`src/rtl/xmem_stretch_pkg.sv`:
```
package xmem_stretch_pkg;
  localparam int SET_W = 3;
  localparam int LEN_W = 4;
  localparam logic [LEN_W-1:0] MIN_LEN = 4'd2;

  // Machine cycles for each stretch setting; the top setting jumps to 12.
  function automatic logic [LEN_W-1:0] mc_len(input logic [SET_W-1:0] s);
    if (s == 3'd7) return 4'd12;
    return 4'(s) + MIN_LEN;
  endfunction
endpackage

```
`src/rtl/xmem_mc_tick.sv`:
```
module xmem_mc_tick #(
  parameter int CLKS_PER_MC = 4
) (
  input  logic clk,
  input  logic rst,
  input  logic start,
  input  logic run,
  output logic mc_end
);
  localparam int CC_W = (CLKS_PER_MC > 1) ? $clog2(CLKS_PER_MC) : 1;
  localparam logic [CC_W-1:0] LAST = CC_W'(CLKS_PER_MC - 1);

  logic [CC_W-1:0] cc;

  always_ff @(posedge clk) begin
    if (rst || start) cc <= '0;
    else if (run) cc <= (cc == LAST) ? '0 : cc + 1'b1;
  end

  assign mc_end = run && (cc == LAST);

  assert_cc_bound_R3: assert property (@(posedge clk) disable iff (rst)
    cc <= LAST);
  assert_cc_idle_R3: assert property (@(posedge clk) disable iff (rst)
    (!run && !start) |=> $stable(cc));
endmodule

```
`src/rtl/xmem_access_seq.sv`:
```
module xmem_access_seq
  import xmem_stretch_pkg::*;
(
  input  logic             clk,
  input  logic             rst,
  input  logic             start,
  input  logic             ext,
  input  logic             wr,
  input  logic [SET_W-1:0] setting,
  input  logic             mc_end,
  output logic             busy,
  output logic             done,
  output logic             rd_en,
  output logic             wr_en,
  output logic             capture
);
  logic [LEN_W-1:0] mc;
  logic [LEN_W-1:0] total;
  logic             ext_q;
  logic             wr_q;
  logic             last_mc;
  logic             strobe_next;

  assign last_mc     = (mc == total - 4'd1);
  assign strobe_next = ext_q && ((mc + 4'd1) < (total - 4'd1));
  assign capture     = busy && ext_q && !wr_q && mc_end && (mc == total - 4'd2);

  always_ff @(posedge clk) begin
    if (rst) begin
      busy  <= 1'b0;
      done  <= 1'b0;
      rd_en <= 1'b0;
      wr_en <= 1'b0;
      mc    <= '0;
      total <= MIN_LEN;
      ext_q <= 1'b0;
      wr_q  <= 1'b0;
    end else begin
      done <= 1'b0;
      if (start) begin
        busy  <= 1'b1;
        mc    <= '0;
        total <= ext ? mc_len(setting) : MIN_LEN;
        ext_q <= ext;
        wr_q  <= wr;
        rd_en <= 1'b0;
        wr_en <= 1'b0;
      end else if (busy && mc_end) begin
        if (last_mc) begin
          busy  <= 1'b0;
          done  <= 1'b1;
          rd_en <= 1'b0;
          wr_en <= 1'b0;
        end else begin
          mc    <= mc + 4'd1;
          rd_en <= strobe_next && !wr_q;
          wr_en <= strobe_next && wr_q;
        end
      end
    end
  end

  assert_mc_range_R2: assert property (@(posedge clk) disable iff (rst)
    busy |-> (mc < total));
  assert_done_single_R2: assert property (@(posedge clk) disable iff (rst)
    done |=> !done);
  assert_done_idle_R2: assert property (@(posedge clk) disable iff (rst)
    done |-> !busy);
  assert_strobe_excl_R4: assert property (@(posedge clk) disable iff (rst)
    !(rd_en && wr_en));
  assert_strobe_inside_R5: assert property (@(posedge clk) disable iff (rst)
    (rd_en || wr_en) |-> busy);
  assert_int_quiet_R7: assert property (@(posedge clk) disable iff (rst)
    (busy && !ext_q) |-> !(rd_en || wr_en));
  assert_no_restart_R9: assert property (@(posedge clk) disable iff (rst)
    busy |-> !start);
endmodule

```
`src/rtl/xmem_stretch_timer.sv`:
```
module xmem_stretch_timer
  import xmem_stretch_pkg::*;
#(
  parameter int ADDR_W      = 24,
  parameter int DATA_W      = 8,
  parameter int CLKS_PER_MC = 4
) (
  input  logic              clk,
  input  logic              rst,
  input  logic              req_i,
  input  logic              wr_i,
  input  logic              ext_i,
  input  logic [SET_W-1:0]  stretch_i,
  input  logic [ADDR_W-1:0] addr_i,
  input  logic [DATA_W-1:0] wdata_i,
  input  logic [DATA_W-1:0] rd_data_i,
  output logic              rd_en_o,
  output logic              wr_en_o,
  output logic [ADDR_W-1:0] addr_o,
  output logic [DATA_W-1:0] wdata_o,
  output logic [DATA_W-1:0] rdata_o,
  output logic              done_o
);
  logic busy;
  logic start;
  logic mc_end;
  logic capture;

  assign start = req_i && !busy;

  xmem_mc_tick #(.CLKS_PER_MC(CLKS_PER_MC)) u_tick (
    .clk    (clk),
    .rst    (rst),
    .start  (start),
    .run    (busy),
    .mc_end (mc_end)
  );

  xmem_access_seq u_seq (
    .clk     (clk),
    .rst     (rst),
    .start   (start),
    .ext     (ext_i),
    .wr      (wr_i),
    .setting (stretch_i),
    .mc_end  (mc_end),
    .busy    (busy),
    .done    (done_o),
    .rd_en   (rd_en_o),
    .wr_en   (wr_en_o),
    .capture (capture)
  );

  always_ff @(posedge clk) begin
    if (rst) begin
      addr_o  <= '0;
      wdata_o <= '0;
      rdata_o <= '0;
    end else begin
      if (start) begin
        addr_o  <= addr_i;
        wdata_o <= wdata_i;
      end
      if (capture) rdata_o <= rd_data_i;
    end
  end

  assert_addr_hold_R8: assert property (@(posedge clk) disable iff (rst)
    busy |=> $stable(addr_o));
  assert_wdata_hold_R9: assert property (@(posedge clk) disable iff (rst)
    busy |=> $stable(wdata_o));
  assert_rdata_strobe_R6: assert property (@(posedge clk) disable iff (rst)
    (!rd_en_o && !busy) |=> $stable(rdata_o));
endmodule

```
`config.mk`:
```
export PLATFORM = sky130hd
export DESIGN_NAME = xmem_stretch_timer
export DESIGN_NICKNAME = d
export VERILOG_FILES = /design/src/rtl/xmem_stretch_pkg.sv /design/src/rtl/xmem_mc_tick.sv /design/src/rtl/xmem_access_seq.sv /design/src/rtl/xmem_stretch_timer.sv
export SDC_FILE = /design/constraint.sdc
export NUM_CORES = 1
export LEC_CHECK = 0
export CAP_MARGIN = 40
export CELL_PAD_IN_SITES_DETAIL_PLACEMENT = 1
export CELL_PAD_IN_SITES_GLOBAL_PLACEMENT = 1
export CORE_UTILIZATION = 34
export CTS_CLUSTER_DIAMETER = 120
export DETAILED_ROUTE_END_ITERATION = 12
export GPL_TIMING_DRIVEN = 0
export PLACE_DENSITY_LB_ADDON = 0.1
export SLEW_MARGIN = 40
export SYNTH_ARGS = -nofsm -noshare
export SYNTH_HDL_FRONTEND = slang
export SYNTH_SLANG_ARGS = --single-unit
```
`constraint.sdc`:
```
create_clock -name clk -period 2.9 [get_ports clk]
set_input_delay 0.435 -clock clk [delete_from_list [all_inputs] [get_ports clk]]
set_output_delay 0.435 -clock clk [all_outputs]
set_load 0.005 [all_outputs]
```
==> results_dict.tcl <==
set metrics [dict create \
    gr-usage-met3_pct 5.58 \
    end_kind "flip-flop" \
    tns_ns 0 \
    status "finished, final reports clean" \
    netlist_area_mm2 0.00241 \
    start_kind "flip-flop" \
    clk_pin_slew_ns 0.10 \
    timing.final.hold_violations 0 \
    hold_buffers 0 \
    wl_per_cell_um 13.9 \
    clock_skew_ns 0.00483 \
    clk_latency_ns 0.30 \
    maxCapViolCount 0 \
    num-fill-cells 836 \
    die_w_um 86.1 \
    drt_wl_total_um 6700 \
    yosysMostFrequentCell "nand2_1" \
    arrival_ns 2.54 \
    synthCells 289 \
    die-area_mm2 0.00742 \
    dpl.hpwl_um 5130 \
    area_delta_synth_final_pct 46.5 \
    fin_util_pct 51.6 \
    yosysSeqAreaShare_pct 46.6 \
    min_period_over_period_pct 79.0 \
    grt_use_met1_pct 24.7 \
    synthTopCellsByCount "80 x nand2_1, 56 x dfxtp_1, 48 x a21oi_1" \
    ant_nets 0 \
    async_reset_ff_share_pct 0 \
    avgViaCountPerCell 4.87 \
    clock.fmax_mhz 436 \
    antenna_found_initial 0 \
    p_leak_nw 1.29 \
    vias 2341 \
    power_density_mw_per_mm2 441 \
    grt_pass1_wl_um 10900 \
    h-tree-depth 2 \
    row_count 30 \
    yosys-top-cells-area "dfxtp_1 47%, nand2_1 12%, a21oi_1 10%" \
    vdd_ir_drop_max_mv 0.189 \
    synth-seq-cells 56 \
    numCtsBuffers 5 \
    layout_setup_ws_ns 0.608 \
    final_max_slew_viol_count 0 \
    synth_edf_count 0 \
    critical_path.max_fanout 4 \
    cts_buffer_depth 2 \
    relSlewSlack_pct 52.0 \
    root_buffer "clkbuf_8" \
    drtPass1Iterations 4 \
    diodes 0 \
    numClockSinks 56 \
    syn_area_per_cell_um2 8.33 \
    rsz0062_at_grt "false" \
    worst_pin_slew_ns 0.714 \
    grtUsageMet2_pct 29.7 \
    grt_pass1_vias 2282 \
    grt_max_degree 16 \
    die_y_um 86.1 \
    io_buffer_count 90 \
    grt_usage_pct 18.6 \
    p_total_mw 1.56 \
    crit_type "flip-flop to flip-flop" \
    yosys.area.top_type_share_pct 46.6 \
    synth_fp_nets 347 \
    synth_largest_area_cell "dfxtp_1" \
    place_worst_setup_slack_ns 0.650 \
    core_area_mm2 0.00683 \
    dr.first_iter.drc_count 51 \
    drive_above_1_share_pct 4.16 \
    synth_warnings 0 \
    drc_errors 0 \
    nNetsFinal 444 \
    grt.busiest_layer "met2" \
    setup_violations 0 \
    ys.flop_type "dfxtp_1" \
    synth_cell_types 35 \
    cts_setup_buffers 0 \
    cts_tree "yes" \
    critPathRequiredTime_ns 3.15 \
    grt.overflow.total 0 \
    start_util_pct 35.2 \
    post_cts_resize_count 0 \
    layout_min_cycle_time_ns 2.29 \
    hp-class "flip-flop to flip-flop" \
    io_pins 91 \
    gp_congestion 0.735 \
]
cells by family after synthesis:
logic type               share of synthesized area (%)
AO/OA/AOI/OAI                                     15.8
XOR/XNOR                                          5.30
adder cells (fa/ha/maj)                           5.20
buffers and inverters                             4.26
flip-flops                                        46.6
multiplexers                                      1.66
AND/OR/NAND/NOR                                   21.2
cell usage in the layout, fill, tap and decap left out, drive strengths merged:
master and n:
bufinv 1, xor2 3, mux2i 4, a21boi 1, and3 1, a2111oi 1
a32o 2, buf 9, xnor2 8, a21oi 48, nand3 11, o2111ai 1
nand2b 3, nand4 3, clkbuf 13, clkdlybuf4s50 90, o211ai 3, or3 2
nand3b 1, nor3 2, o21a 1, inv 7, ha 10, o21ai 10
nor2b 1, or4 4, nand2 80, and4 1, xor3 1, dfxtp 56
o221a 1, nor4 1, nor2 5
where the power goes:
group	switching, mW	leakage [nW]	internal (mW)	total, mW
Clock	0.246	0.0501	0.249	0.495
Combinational	0.106	0.778	0.137	0.243
Sequential	0.0172	0.457	0.800	0.817
Total	0.370	1.29	1.18	1.56
critical path, cell delays in order, from the launching register on:
cell	delay, ns
dfxtp_1	0.43
inv_1	0.09
ha_1	0.23
a21boi_2	0.20
xnor2_1	0.13
ha_1	0.29
a2111oi_0	0.43
o21a_1	0.25
a32o_1	0.18
metal layers:
metal | vias to the layer above | wire length [um]
li1 | 1172 | -
met1 | 1102 | 3070
met2 | 61 | 3110
met3 | 6 | 463
met4 | 0 | 65
met5 | - | 0
path summary, 6_finish.rpt:
check	from	endpoint	slack [ns]	cells past startpoint
worst min-delay path	addr_o[4]	addr_o[4]	0.46	2
worst max-delay path	u_seq.total[2]	u_seq.rd_en	0.61	8
worst max register to register	u_seq.total[2]	u_seq.rd_en	0.61	8
worst min register to register	addr_o[4]	addr_o[4]	0.46	2
stage by stage:
stage / cells / hold slack, ns / cell area (um2)
2_1_floorplan: 289 / 0.437 / 2410
3_3_place_gp: 475 / 0.441 / 3430
3_5_place_dp: 475 / 0.447 / 3430
4_1_cts: 481 / 0.461 / 3530
5_1_grt: 481 / 0.480 / 3530
6_report: 481 / 0.456 / 3530
layout make-up:
cell class | count | area, um2 | area share (%)
clock inverters | 1 | 30.0 | 0.851
clock buffers | 5 | 68.8 | 1.95
flip-flops and latches | 56 | 1120 | 31.8
repair buffers | 90 | 901 | 25.5
inverters | 7 | 26.3 | 0.745
well taps | 96 | 120 | 3.41
multi-input cells | 209 | 1180 | 33.6
plain buffers | 17 | 76.3 | 2.16
state kept, by name, indices dropped and copies added, names as in the netlist:
register and flops:
addr_o 24, rdata_o 8, wdata_o 8, u_seq.mc 4
u_seq.total 4, u_tick.cc 2, u_seq.busy 1, u_seq.done 1
u_seq.ext_q 1, u_seq.rd_en 1, u_seq.wr_en 1, u_seq.wr_q 1
Note: power is estimated with default switching activity, not from simulation.
